[config.mk]
export PLATFORM = sky130hd
export DESIGN_NAME = tsif_engine
export DESIGN_NICKNAME = d
export VERILOG_FILES = /design/src/rtl/tsif_pkg.sv /design/src/rtl/tsif_sync.sv /design/src/rtl/tsif_frame.sv /design/src/rtl/tsif_regs.sv /design/src/rtl/tsif_engine.sv
export SDC_FILE = /design/constraint.sdc
export NUM_CORES = 1
export LEC_CHECK = 0
export BUFFER_PORTS_ARGS = -buffer_cell sky130_fd_sc_hd__buf_4
export CORE_ASPECT_RATIO = 1.5
export CORE_UTILIZATION = 55
export DETAILED_ROUTE_END_ITERATION = 10
export PLACE_DENSITY = 0.8
export SKIP_CTS_REPAIR_TIMING = 1
export SLEW_MARGIN = 20
export SYNTH_ARGS = -nofsm -noshare
export SYNTH_HDL_FRONTEND = slang
export SYNTH_SLANG_ARGS = --single-unit
export TNS_END_PERCENT = 30
[constraint.sdc]
create_clock -name clk -period 4.65 [get_ports clk]
set_clock_uncertainty 0.1 [all_clocks]
set_input_delay 0.465 -clock clk [delete_from_list [all_inputs] [get_ports clk]]
set_output_delay 0.465 -clock clk [all_outputs]
set_load 0.01 [all_outputs]
[src/rtl/tsif_pkg.sv]
package tsif_pkg;
  localparam int WORD_W   = 16;
  localparam int TEMP_W   = 13;
  localparam int CFG_W    = 9;
  localparam int PTR_W    = 2;
  localparam int TAG_W    = 3;
  localparam int HIZ_BITS = 2;
  localparam int CFG_PAD  = WORD_W - CFG_W - TAG_W;

  typedef enum logic [1:0] {PH_IDLE, PH_RESP, PH_CMD} phase_e;

  localparam logic [PTR_W-1:0] SEL_TEMP = 2'b00;
  localparam logic [PTR_W-1:0] SEL_CFG  = 2'b01;
  localparam logic [PTR_W-1:0] SEL_LOW  = 2'b10;
  localparam logic [PTR_W-1:0] SEL_HIGH = 2'b11;

  localparam logic [TAG_W-1:0] TAG_CFG  = 3'b010;
  localparam logic [TAG_W-1:0] TAG_LOW  = 3'b100;
  localparam logic [TAG_W-1:0] TAG_HIGH = 3'b110;

  localparam logic [WORD_W-1:0] RD_MASK = 16'h7FE7;

  localparam logic [CFG_W-1:0]  CFG_RST  = 9'h060;
  localparam logic [TEMP_W-1:0] LOW_RST  = 13'h04B0;
  localparam logic [TEMP_W-1:0] HIGH_RST = 13'h0500;
endpackage

[src/rtl/tsif_sync.sv]
module tsif_sync #(
  parameter int              WIDTH   = 3,
  parameter int              STAGES  = 2,
  parameter logic [WIDTH-1:0] RST_VAL = '0
) (
  input  logic             clk,
  input  logic             rst_n,
  input  logic [WIDTH-1:0] d,
  output logic [WIDTH-1:0] q
);
  for (genvar i = 0; i < WIDTH; i++) begin : g_bit
    logic [STAGES-1:0] chain_q;
    always_ff @(posedge clk or negedge rst_n) begin
      if (!rst_n) chain_q <= {STAGES{RST_VAL[i]}};
      else        chain_q <= {chain_q[STAGES-2:0], d[i]};
    end
    assign q[i] = chain_q[STAGES-1];
  end
endmodule

[src/rtl/tsif_frame.sv]
module tsif_frame
  import tsif_pkg::*;
(
  input  logic              clk,
  input  logic              rst_n,
  input  logic              sck_s,
  input  logic              cs_n_s,
  input  logic              sdi_s,
  input  logic [WORD_W-1:0] load_word,
  input  logic              load_hiz,
  output logic              resp_done,
  output logic              cmd_fire,
  output logic [WORD_W-1:0] cmd_word,
  output logic              in_resp,
  output logic              sdo_bit,
  output logic              hiz_now
);
  localparam int               CNT_W = $clog2(WORD_W);
  localparam logic [CNT_W-1:0] LAST  = CNT_W'(WORD_W - 1);
  localparam logic [CNT_W-1:0] HIZ_N = CNT_W'(HIZ_BITS);

  logic              sck_q, cs_q;
  phase_e            phase_q, phase_d;
  logic [CNT_W-1:0]  cnt_q, cnt_d;
  logic [CNT_W-1:0]  idx_q, idx_d;
  logic [WORD_W-1:0] tx_q, tx_d;
  logic              hiz_q, hiz_d;
  logic [WORD_W-2:0] rx_q, rx_d;
  logic              sck_rise, sck_fall, cs_fall, cs_rise;

  assign sck_rise = sck_s & ~sck_q;
  assign sck_fall = ~sck_s & sck_q;
  assign cs_fall  = cs_q & ~cs_n_s;
  assign cs_rise  = ~cs_q & cs_n_s;
  assign cmd_word = {rx_q, sdi_s};

  always_comb begin
    phase_d   = phase_q;
    cnt_d     = cnt_q;
    idx_d     = idx_q;
    tx_d      = tx_q;
    hiz_d     = hiz_q;
    rx_d      = rx_q;
    resp_done = 1'b0;
    cmd_fire  = 1'b0;
    if (cs_rise) begin
      phase_d = PH_IDLE;
      cnt_d   = '0;
    end else if (cs_fall) begin
      phase_d = PH_RESP;
      cnt_d   = '0;
      idx_d   = LAST;
      tx_d    = load_word;
      hiz_d   = load_hiz;
    end else begin
      case (phase_q)
        PH_RESP: begin
          if (sck_rise) begin
            if (cnt_q == LAST) begin
              phase_d   = PH_CMD;
              cnt_d     = '0;
              resp_done = 1'b1;
            end else begin
              cnt_d = cnt_q + 1'b1;
            end
          end else if (sck_fall && (cnt_q != '0) && (idx_q != '0)) begin
            idx_d = idx_q - 1'b1;
          end
        end
        PH_CMD: begin
          if (sck_rise) begin
            rx_d = cmd_word[WORD_W-2:0];
            if (cnt_q == LAST) begin
              cmd_fire = 1'b1;
              phase_d  = PH_RESP;
              cnt_d    = '0;
              idx_d    = LAST;
              tx_d     = load_word;
              hiz_d    = load_hiz;
            end else begin
              cnt_d = cnt_q + 1'b1;
            end
          end
        end
        default: ;
      endcase
    end
  end

  always_ff @(posedge clk or negedge rst_n) begin
    if (!rst_n) begin
      sck_q   <= 1'b0;
      cs_q    <= 1'b1;
      phase_q <= PH_IDLE;
      cnt_q   <= '0;
      idx_q   <= '0;
      tx_q    <= '0;
      hiz_q   <= 1'b0;
      rx_q    <= '0;
    end else begin
      sck_q   <= sck_s;
      cs_q    <= cs_n_s;
      phase_q <= phase_d;
      cnt_q   <= cnt_d;
      idx_q   <= idx_d;
      tx_q    <= tx_d;
      hiz_q   <= hiz_d;
      rx_q    <= rx_d;
    end
  end

  assign in_resp = (phase_q == PH_RESP);
  assign sdo_bit = tx_q[idx_q];
  assign hiz_now = hiz_q & (idx_q < HIZ_N);
endmodule

[src/rtl/tsif_regs.sv]
module tsif_regs
  import tsif_pkg::*;
(
  input  logic              clk,
  input  logic              rst_n,
  input  logic              cmd_fire,
  input  logic [WORD_W-1:0] cmd_word,
  input  logic              resp_done,
  input  logic [TEMP_W-1:0] temp_code,
  output logic [WORD_W-1:0] load_word,
  output logic              load_hiz,
  output logic [CFG_W-1:0]  cfg_q,
  output logic [TEMP_W-1:0] low_q,
  output logic [TEMP_W-1:0] high_q,
  output logic              cfg_stb,
  output logic              low_stb,
  output logic              high_stb,
  output logic              rd_done,
  output logic              shdn_stb,
  output logic              shdn_q
);
  logic [PTR_W-1:0] ptr_q, ptr_d, ptr_eff;
  logic             is_rd, is_sd, cfg_en, low_en, high_en, shdn_d;
  logic [TAG_W-1:0] tag;

  assign tag   = cmd_word[TAG_W-1:0];
  assign is_rd = cmd_word[WORD_W-1] && ((cmd_word & RD_MASK) == '0);
  assign is_sd = &cmd_word[7:0];

  always_comb begin
    cfg_en  = cmd_fire && (tag == TAG_CFG);
    low_en  = cmd_fire && (tag == TAG_LOW);
    high_en = cmd_fire && (tag == TAG_HIGH);
    shdn_d  = cmd_fire ? is_sd : shdn_q;
    ptr_eff = (cmd_fire && is_rd) ? cmd_word[4:3] : ptr_q;
    ptr_d   = ptr_q;
    if (cmd_fire && is_rd) ptr_d = cmd_word[4:3];
    else if (resp_done)    ptr_d = SEL_TEMP;
  end

  always_comb begin
    load_hiz = 1'b0;
    case (ptr_eff)
      SEL_CFG:  load_word = {{CFG_PAD{1'b0}}, cfg_q, TAG_CFG};
      SEL_LOW:  load_word = {low_q, TAG_LOW};
      SEL_HIGH: load_word = {high_q, TAG_HIGH};
      default: begin
        load_word = {temp_code, 1'b1, {HIZ_BITS{1'b0}}};
        load_hiz  = 1'b1;
      end
    endcase
  end

  always_ff @(posedge clk or negedge rst_n) begin
    if (!rst_n) begin
      ptr_q    <= SEL_TEMP;
      cfg_q    <= CFG_RST;
      low_q    <= LOW_RST;
      high_q   <= HIGH_RST;
      shdn_q   <= 1'b0;
      cfg_stb  <= 1'b0;
      low_stb  <= 1'b0;
      high_stb <= 1'b0;
      rd_done  <= 1'b0;
      shdn_stb <= 1'b0;
    end else begin
      ptr_q    <= ptr_d;
      shdn_q   <= shdn_d;
      cfg_stb  <= cfg_en;
      low_stb  <= low_en;
      high_stb <= high_en;
      rd_done  <= resp_done;
      shdn_stb <= cmd_fire && is_sd;
      if (cfg_en)  cfg_q  <= cmd_word[CFG_W+TAG_W-1:TAG_W];
      if (low_en)  low_q  <= cmd_word[WORD_W-1:TAG_W];
      if (high_en) high_q <= cmd_word[WORD_W-1:TAG_W];
    end
  end
endmodule

[src/rtl/tsif_engine.sv]
module tsif_engine
  import tsif_pkg::*;
#(
  parameter int SYNC_STAGES = 2
) (
  input  logic              clk,
  input  logic              rst_n,
  input  logic              spi_sck,
  input  logic              spi_cs_n,
  input  logic              spi_sdi,
  input  logic [TEMP_W-1:0] temp_code,
  output logic              spi_sdo,
  output logic              spi_sdo_oe,
  output logic [CFG_W-1:0]  cfg_bits,
  output logic [TEMP_W-1:0] lim_low,
  output logic [TEMP_W-1:0] lim_high,
  output logic              cfg_wr_stb,
  output logic              low_wr_stb,
  output logic              high_wr_stb,
  output logic              read_done,
  output logic              shdn_stb,
  output logic              shdn_mode
);
  logic              rst_meta, rst_core_n;
  logic [2:0]        pins_s;
  logic              resp_done, cmd_fire, in_resp, sdo_bit, hiz_now, load_hiz;
  logic [WORD_W-1:0] cmd_word, load_word;

  always_ff @(posedge clk or negedge rst_n) begin
    if (!rst_n) begin
      rst_meta   <= 1'b0;
      rst_core_n <= 1'b0;
    end else begin
      rst_meta   <= 1'b1;
      rst_core_n <= rst_meta;
    end
  end

  tsif_sync #(.WIDTH(3), .STAGES(SYNC_STAGES), .RST_VAL(3'b010)) u_sync (
    .clk   (clk),
    .rst_n (rst_core_n),
    .d     ({spi_sdi, spi_cs_n, spi_sck}),
    .q     (pins_s)
  );

  tsif_frame u_frame (
    .clk       (clk),
    .rst_n     (rst_core_n),
    .sck_s     (pins_s[0]),
    .cs_n_s    (pins_s[1]),
    .sdi_s     (pins_s[2]),
    .load_word (load_word),
    .load_hiz  (load_hiz),
    .resp_done (resp_done),
    .cmd_fire  (cmd_fire),
    .cmd_word  (cmd_word),
    .in_resp   (in_resp),
    .sdo_bit   (sdo_bit),
    .hiz_now   (hiz_now)
  );

  tsif_regs u_regs (
    .clk       (clk),
    .rst_n     (rst_core_n),
    .cmd_fire  (cmd_fire),
    .cmd_word  (cmd_word),
    .resp_done (resp_done),
    .temp_code (temp_code),
    .load_word (load_word),
    .load_hiz  (load_hiz),
    .cfg_q     (cfg_bits),
    .low_q     (lim_low),
    .high_q    (lim_high),
    .cfg_stb   (cfg_wr_stb),
    .low_stb   (low_wr_stb),
    .high_stb  (high_wr_stb),
    .rd_done   (read_done),
    .shdn_stb  (shdn_stb),
    .shdn_q    (shdn_mode)
  );

  assign spi_sdo    = sdo_bit;
  assign spi_sdo_oe = ~spi_cs_n & in_resp & ~hiz_now;
endmodule

==> results.cfg, run 1 <==
[global_routing]
grt-ovfl-total = 0
grt_pass1_vias = 3408
grt_start_max_net_pins = 65
grt.total_usage_pct = 26.15
grt_pass1_wl_um = 17610
antenna_found_initial = 0

[cells_and_area]
n_fill_cell = 637
area_delta_synth_final_pct = 18.33
ff_latch_area_um2 = 2370
multi_input_area_um2 = 2166
final_cells = 581
antennaDiodeCount = 0
drive_gt1_share_pct = 32.14
final_nets = 496

[synth]
avgSynthCellArea_um2 = 11.10
yosysTopAreaCell = dfrtp_1
post-synth-top-area-fraction_pct = 44.35
synth.most_common_cell = dfrtp_1
syn-num-nets = 447
synth_common_cells = dfrtp_1, mux2_2, nand2_1
ys_seq_elements = 94
ys_seq_area_share_pct = 50.52
async_flop_share_pct = 100.0
synth-simple-area-share_pct = 14.27
synth_top_family_by_area = multiplexers
muxShareOfSynthArea_pct = 19.34
yosys.area_share.xor_xnor_pct = 0
netlist_instances = 422
synth-adder-area-share_pct = 1.870
synth_area_leaders = dfrtp_1, mux2_2, dfstp_2, mux2i_1, nand2_1
synth_ff_type = dfrtp_1
ys_types = 43
synth_edf_count = 0
yosys_warnings = 0
synth_compound_area_share_pct = 10.21
syn_area_um2 = 4683

[floorplanning]
core_um2 = 8108
io_pins = 61
die_x_um = 77.35
die-height_um = 115.0
fp-row-count = 40
start_util_pct = 57.76
die_area_um2 = 8896

[power_and_ir_drop]
p_seq_share_pct = 45.8
vdd_drop_max_v = 0.0003111
p_switching_mw = 0.6722
p_total_mw = 2.289
swShare_pct = 29.36
combPwrFrac_pct = 19.5
cellLeakagePower_nw = 2.530
clkPwrFrac_pct = 34.7
powerDensity_nw_per_um2 = 413.1
p_int_mw = 1.617

[drt]
drc = 0
wl_per_cell_um = 18.48
drtIter0Drc = 258
dr_total_vias = 3514
dr.pass1.iters = 4
wirelength_um = 10740
vias_per_cell = 6.048
drtAntennaViolNets = 0

[timing]
setup_slack_ns = 1.392
finalHoldViolCount = 0
setup_tns_ns = 0
period_minus_slack_ns = 3.258
fin_crit_sh_pct = 70.07
max_slew.worst_pin.slew_ns = 1.055
max_slew_margin_pct = 29.69
max_freq_ghz = 0.3069
drv_slew = 0
rsz0062_at_grt = no
setup_viol = 0

[worst_setup_path]
crit_required_ns = 4.78
crit_slowest_cell = mux2i_1
crit_chain = inv_1 -> ha_1 -> nor2_2 -> nand4_4 -> nor4_4 -> mux2i_1 -> nor2_1 -> o31ai_1
start_kind = register
endpoint_kind = register
cp.buffers_inverters = 1
slowest_delay_ns = 0.77
crit_arrival_ns = 3.39
worst-setup-path-type = reg -> reg
path_max_fanout = 12
crit_family = simple AND/OR/NAND/NOR gates

[placement]
placed_cells = 564
portBuffers = 60
post-place-ws_ns = 1.446
dp_hpwl_um = 7660
place.gp.congestion = 0.9082

[cts]
path_clk_slew_ns = 0.06
cts-root-buf = clkbuf_16
cts_buffers = 9
htree_levels = 3
clock_latency_ns = 0.34
cts_tree = done
clock-sinks = 94
clk_path_buf_depth = 2

[outcome]
status = complete, no violations

[run]
maxCapViolations = 0

[worst_hold_path]
hp-class = in -> reg
-- worst paths after layout --
path	startpoint	to	slack, ns	cells past startpoint
max	u_frame.cs_q	u_frame.tx_q[7]	1.39	8
min	spi_sdi	u_sync.g_bit[2].chain_q[0]	0.13	1
max reg2reg	u_frame.cs_q	u_frame.tx_q[7]	1.39	8
min reg2reg	rst_core_n	u_regs.high_q[2]	0.16	0
max in group asynchronous	rst_core_n	u_frame.tx_q[4]	3.17	1
min in group asynchronous	rst_core_n	u_regs.high_q[2]	0.16	0
-- metal layers --
| metal | global-route usage [%] | wire length [um] | vias to the layer above |
|---|---|---|---|
| li1 | - | - | 1631 |
| met1 | 34.51 | 4415 | 1720 |
| met2 | 42.71 | 5532 | 130 |
| met3 | 2.698 | 438 | 33 |
| met4 | 13.96 | 349 | 0 |
| met5 | 0 | 0 | - |
-- area by class of cell --
| class | instances | area share (%) |
|---|---|---|
| timing repair buffer | 65 | 8.851 |
| inverter | 15 | 1.016 |
| multi-input combinational | 286 | 39.08 |
| sequential | 94 | 42.76 |
| clock buffer | 13 | 4.696 |
| clock inverter | 3 | 1.219 |
| tap | 105 | 2.371 |
-- through the flow --
step	util (%)	cell area, um2	hold slack, ns
after detailed placement	64.10	5197	0.1494
after CTS	68.15	5525	-0.2109
after floorplan	-	4683	0.06941
final	68.35	5542	0.1271
after global placement	64.10	5197	0.1480
after global routing	68.35	5542	0.1217
-- cell families (layout without fill, tap and decap cells) --
logic type / Yosys count / in the layout
flip-flops: 94 / 94
AO/OA/AOI/OAI: 74 / 74
adder cells (fa/ha/maj): 7 / 7
other: 1 / 1
buffers and inverters: 42 / 96
AND/OR/NAND/NOR: 125 / 125
multiplexers: 79 / 79
-- power by group through the flow --
stage | combinational (mW) | clock, mW | sequential, mW
after global placement | 0.422 | 0 | 1.06
after global routing | 0.495 | 0.836 | 1.07
after floorplan | 0.395 | 0 | 0.971
after detailed placement | 0.439 | 0 | 1.06
final | 0.446 | 0.795 | 1.05
after CTS | 0.442 | 0.800 | 1.05
-- flip-flops by register name (all words and copies together) (netlist names), 2 cells and up --
| signal | count |
|---|---|
| u_frame.cnt_q | 4 |
| u_frame.idx_q | 4 |
| u_frame.phase_q | 2 |
| u_frame.rx_q | 15 |
| u_frame.tx_q | 15 |
| u_regs.cfg_q | 9 |
| u_regs.high_q | 13 |
| u_regs.low_q | 13 |
| u_regs.ptr_q | 2 |
| u_sync.g_bit.chain_q | 6 |
-- layout by cell type, fill, tap and decap left out, drive strengths merged --
cell and n:
dfrtp 83, buf 64, mux2 52, nand2 35, nor2 28, mux2i 23
o21ai 19, inv 15, nor3b 15, a21oi 15, clkbuf 13, o31ai 11
a211oi 11, dfstp 11, nand2b 9, nand3 8, and3 7, ha 7
nor4 7, a22oi 6, nor3 6, a221oi 5, mux4 4, nand4 3
o22ai 2, a21o 2, nand3b 2, bufinv 2, and2b 1, nor4b 1
or4b 1, a221o 1, a22o 1, or3 1, o21bai 1, nor2b 1
clkinvlp 1, dlygate4sd3 1, conb 1
(Power assumes the default switching activity.)
==> run 2, diff against run 1 <==
--- a/config.mk
+++ b/config.mk
@@ -5,11 +5,12 @@
 export SDC_FILE = /design/constraint.sdc
 export NUM_CORES = 1
 export LEC_CHECK = 0
+export ABC_AREA = 1
 export BUFFER_PORTS_ARGS = -buffer_cell sky130_fd_sc_hd__buf_4
 export CORE_ASPECT_RATIO = 1.5
 export CORE_UTILIZATION = 55
 export DETAILED_ROUTE_END_ITERATION = 10
-export PLACE_DENSITY = 0.8
+export PLACE_DENSITY = 0.81
 export SKIP_CTS_REPAIR_TIMING = 1
 export SLEW_MARGIN = 20
 export SYNTH_ARGS = -nofsm -noshare
==> constraint.sdc (replaced) <==
create_clock -name clk -period 3.2 [get_ports clk]
set_clock_uncertainty 0.1 [all_clocks]
set_input_delay 0.32 -clock clk [delete_from_list [all_inputs] [get_ports clk]]
set_output_delay 0.32 -clock clk [all_outputs]
set_load 0.01 [all_outputs]
==> results.cfg, run 2 <==
[outcome]
status = complete, no violations

[power_and_ir_drop]
powerDensity_nw_per_um2 = 632.0
p_switching_mw = 1.048
p_seq_share_pct = 45.5
swShare_pct = 31.32
clkPwrFrac_pct = 32.7
combPwrFrac_pct = 21.7
cellLeakagePower_nw = 2.537
p_int_mw = 2.297
vdd_drop_max_v = 0.0004752

[drt]
dr.pass1.iters = 5
vias_per_cell = 5.502
drtAntennaViolNets = 0
drtIter0Drc = 317
wl_per_cell_um = 15.56
dr_total_vias = 3791
wirelength_um = 10720
drc = 0

[cts]
clock-sinks = 94
clk_path_buf_depth = 2
cts_tree = done
cts_buffers = 9
htree_levels = 3
clock_latency_ns = 0.34
cts-root-buf = clkbuf_16
path_clk_slew_ns = 0.06

[synth]
synth_edf_count = 0
async_flop_share_pct = 100.0
syn_area_um2 = 4424
avgSynthCellArea_um2 = 8.492
yosysTopAreaCell = dfrtp_1
synth_common_cells = nand2_1, dfrtp_1, o21ai_0
synth.most_common_cell = nand2_1
post-synth-top-area-fraction_pct = 46.95
netlist_instances = 521
ys_seq_elements = 94
ys_types = 36
syn-num-nets = 546
ys_seq_area_share_pct = 53.48
synth_area_leaders = dfrtp_1, nand2_1, o21ai_0, dfstp_2, inv_1
yosys_warnings = 0
synth_ff_type = dfrtp_1

[worst_setup_path]
path_max_fanout = 27
r2r_slack_ns = 0.51
crit_slowest_cell = dfstp_2
slowest_delay_ns = 0.53
crit_required_ns = 3.37
crit_chain = inv_1 -> ha_1 -> nor2_4 -> nand2_2 -> nor2_8 -> nand3_4 -> nand2_4 -> nand2_4 -> nor2_4 -> nand2_1 -> nand2_1 -> nor2_1 -> nor2_1
start_kind = register
worst-setup-path-type = reg -> reg
crit_arrival_ns = 2.86
endpoint_kind = register

[cells_and_area]
area_delta_synth_final_pct = 19.63
mostFrequentLayoutCell = nand2_1
final_nets = 607
antennaDiodeCount = 0
drive_gt1_share_pct = 20.78
stdcell_area_um2 = 5293
largestRegisters = u_frame.rx_q: 15 flops, u_frame.tx_q: 15 flops
final_cells = 689
final_cell_mix = nand2_1, dfrtp_1, buf_4, o21ai_0, inv_1

[timing]
max_slew_margin_pct = 49.67
fin_crit_sh_pct = 84.21
drv_slew = 0
setup_viol = 0
period_minus_slack_ns = 2.695
holdWs_ns = 0.1893
rsz0062_at_grt = no
setup_tns_ns = 0
finalHoldViolCount = 0
setup_slack_ns = 0.5053
max_slew.worst_pin.slew_ns = 0.7549
max_freq_ghz = 0.3711

[floorplanning]
die_area_um2 = 8414
fp-row-count = 39
start_util_pct = 57.38
core_um2 = 7710
die_x_um = 75.23
io_pins = 61
die-height_um = 111.8

[global_routing]
antenna_found_initial = 0
grt_pass1_wl_um = 17120
grt.total_usage_pct = 27.24
grt-ovfl-total = 0
grt_pass1_vias = 3659
grt_start_max_net_pins = 93

[run]
maxCapViolations = 0

[placement]
portBuffers = 60
post-place-ws_ns = 0.6477
place.gp.congestion = 0.8783
dp_hpwl_um = 7297
placed_area_um2 = 4922
placed_cells = 668

[worst_hold_path]
hp-class = in -> async
-- run 2: metal layers --
metal | GRT usage (%) | vias up | routed length [um]
met2 | 43.90 | 157 | 5604
met4 | 14.69 | 0 | 489
met5 | 0 | - | 0
li1 | - | 1795 | -
met3 | 5.158 | 46 | 529
met1 | 33.97 | 1793 | 4101
-- run 2: path summary, 6_finish.rpt --
path,to,cells past startpoint,from
min in group clk,u_frame.tx_q[13],5,temp_code[10]
max reg2reg,u_frame.tx_q[15],13,u_frame.cs_q
min,rst_core_n,2,rst_n
max in group asynchronous,u_sync.g_bit[1].chain_q[0],1,rst_core_n
min reg2reg,u_sync.g_bit[2].chain_q[1],0,u_sync.g_bit[2].chain_q[0]
max,u_frame.tx_q[15],13,u_frame.cs_q
-- run 2: area by class of cell --
cell class / count / area, um2
clock buffer: 11 / 252.7
clock inverter: 5 / 57.56
fill: 607 / 2417
inverter: 67 / 251.5
multi-input combinational: 342 / 1700
sequential: 94 / 2370
tap: 102 / 127.6
timing repair buffer: 68 / 533.0
-- run 2: through the flow --
stage | total power, mW | util [%]
2_1_floorplan | 2.034 | -
3_3_place_gp | 2.213 | 63.84
3_5_place_dp | 2.242 | 63.84
4_1_cts | 3.335 | 67.87
5_1_grt | 3.536 | 68.65
6_report | 3.345 | 68.65
-- run 2: power by group through the flow --
stage                     Sequential (mW)  Combinational (mW)  Clock [mW]
after floorplan                      1.49               0.547           0
after global placement               1.54               0.671           0
after detailed placement             1.55               0.696           0
after CTS                            1.53               0.705        1.10
after global routing                 1.54               0.832        1.16
final                                1.52               0.727        1.10
-- run 2: critical path: cells and delay by family, from the launching register on --
family	cells	cell delay, ns
DFF	1	0.53
buffers and inverters	1	0.05
adders and majority gates	1	0.27
and+or+nand+nor	11	1.66
-- run 2: kinds of logic (layout without fill, tap and decap cells) --
family | after synthesis | in the layout | synth area share (%)
other cells | 1 | 1 | 0.08476
flops | 94 | 94 | 53.48
buf+inv | 85 | 151 | 8.088
fa+ha+maj | 7 | 7 | 1.980
compound gates | 103 | 103 | 12.16
simple gates | 230 | 230 | 24.01
xor+xnor | 1 | 1 | 0.1980
==> run 3, diff against run 2 <==
--- a/config.mk
+++ b/config.mk
@@ -5,12 +5,12 @@
 export SDC_FILE = /design/constraint.sdc
 export NUM_CORES = 1
 export LEC_CHECK = 0
-export ABC_AREA = 1
+export ABC_AREA = 0
 export BUFFER_PORTS_ARGS = -buffer_cell sky130_fd_sc_hd__buf_4
 export CORE_ASPECT_RATIO = 1.5
-export CORE_UTILIZATION = 55
+export CORE_UTILIZATION = 52
 export DETAILED_ROUTE_END_ITERATION = 10
-export PLACE_DENSITY = 0.81
+export PLACE_DENSITY = 0.8
 export SKIP_CTS_REPAIR_TIMING = 1
 export SLEW_MARGIN = 20
 export SYNTH_ARGS = -nofsm -noshare
==> constraint.sdc (replaced) <==
create_clock -name clk -period 2.2 [get_ports clk]
set_clock_uncertainty 0.1 [all_clocks]
set_input_delay 0.22 -clock clk [delete_from_list [all_inputs] [get_ports clk]]
set_output_delay 0.22 -clock clk [all_outputs]
set_load 0.01 [all_outputs]
==> results.cfg, run 3 (synthesis results as in run 1) <==
[outcome]
violations = negative setup slack
status = finished, violations left

[cells_and_area]
final_nets = 554
mostFrequentLayoutCell = buf_4
largestRegisters = u_frame.rx_q: 15 flops, u_frame.tx_q: 15 flops
drive_gt1_share_pct = 45.32
area_delta_synth_final_pct = 33.24
final_util_pct = 71.10
final_cell_mix = buf_4, dfrtp_1, mux2_2, nand2_1, nor2_1
antennaDiodeCount = 0

[worst_hold_path]
hp-class = in -> reg

[drt]
vias_per_cell = 5.823
drtIter0Drc = 298
wirelength_um = 11850
drtAntennaViolNets = 0
dr.pass1.iters = 6
dr_total_vias = 3750
wl_per_cell_um = 18.40
drc = 0

[cts]
clock-sinks = 94
clk_path_buf_depth = 2
htree_levels = 3
cts_tree = done
path_clk_slew_ns = 0.07
cts-root-buf = clkbuf_16
cts_buffers = 9
clock_latency_ns = 0.34

[run]
maxCapViolations = 0

[floorplanning]
start_util_pct = 53.36
fp-row-count = 42
die_x_um = 79.49
die_area_um2 = 9398
core_um2 = 8776
die-height_um = 118.2
io_pins = 61

[timing]
setup_tns_ns = -1.357
max_slew.worst_pin.slew_ns = 0.6164
drv_slew = 0
fin_crit_sh_pct = 106.1
setup_viol = 18
finalHoldViolCount = 0
max_freq_ghz = 0.4286
setup_slack_ns = -0.1334
period_minus_slack_ns = 2.333
max_slew_margin_pct = 58.33
holdWs_ns = 0.07168
rsz0062_at_grt = yes

[worst_setup_path]
crit_arrival_ns = 2.47
path_max_fanout = 5
endpoint_kind = register
worst-setup-path-type = reg -> reg
slowest_delay_ns = 0.56
crit_required_ns = 2.34
crit_top_cell = buf_6
crit_slowest_cell = dfstp_2
start_kind = register
crit_chain = inv_1 -> ha_4 -> nor2_4 -> nand4_4 -> nor4_4 -> buf_6 -> mux2i_4 -> buf_6 -> nor2_2 -> o31ai_1

[power_and_ir_drop]
combPwrFrac_pct = 29.0
p_seq_share_pct = 40.5
vdd_drop_max_v = 0.0005665
cellLeakagePower_nw = 2.867
p_int_mw = 3.529
powerDensity_nw_per_um2 = 816.9
swShare_pct = 30.76
p_switching_mw = 1.568
p_total_mw = 5.097
clkPwrFrac_pct = 30.5

[placement]
place.gp.congestion = 0.8733
portBuffers = 60
dp_hpwl_um = 8191

[global_routing]
grt-ovfl-total = 0
grt_pass1_vias = 3720
antenna_found_initial = 0
grt_start_max_net_pins = 41
grt_pass1_wl_um = 18400
grt.total_usage_pct = 25.78
## run 3: routing by layer
layer  GRT usage, %  vias up  routed length [um]  part of all wire (%)
met5              0        -                   0                     0
met4          10.80        0                 409                   3.5
met2          43.11      111                6264                    53
met3          4.015       27                 487                   4.1
met1          32.68     1877                4689                    40
li1               -     1735                   -                     -
## run 3: worst paths after layout
path	slack (ns)	from	end	cells past startpoint
max in group asynchronous	1.16	rst_core_n	u_frame.idx_q[1]	1
setup / recovery	-0.13	u_frame.cs_q	u_frame.tx_q[3]	10
setup reg to reg	-0.13	u_frame.cs_q	u_frame.tx_q[3]	10
min in group asynchronous	0.10	rst_n	rst_core_n	2
hold / removal	0.07	temp_code[11]	u_frame.tx_q[14]	3
hold reg to reg	0.17	rst_core_n	u_frame.rx_q[0]	0
## run 3: critical path, delay by kind of cell, from the launching register on
kind	cells	cell delay (ns)
DFF	1	0.56
and+or+nand+nor	4	0.47
buffers and inverters	3	0.42
muxes	1	0.28
AOI/OAI and AO/OA	1	0.22
adders and majority gates	1	0.17
## run 3: area by class of cell
cell class | instances | area (um2)
clock buffer | 11 | 242.7
clock inverter | 5 | 60.06
fill | 571 | 2536
inverter | 15 | 56.30
multi-input combinational | 286 | 2376
sequential | 94 | 2370
tap | 110 | 137.6
timing repair buffer | 123 | 997.2
## run 3: power groups by stage
stage          Clock [mW]  Sequential (mW)  Combinational [mW]
5_1_grt              1.64             2.09                1.60
4_1_cts              1.57             2.06                1.27
3_5_place_dp            0             2.09                1.25
3_3_place_gp            0             2.07                1.20
6_report             1.55             2.06                1.48
2_1_floorplan           0             2.05               0.835
## run 3: metrics by stage
stage	std cells	setup WS, ns	area [um2]
3_5_place_dp	617	-0.3311	5602
4_1_cts	633	-0.3356	5904
2_1_floorplan	422	-0.5268	4684
6_report	644	-0.1334	6240
3_3_place_gp	617	-0.2323	5602
5_1_grt	644	-0.2577	6240
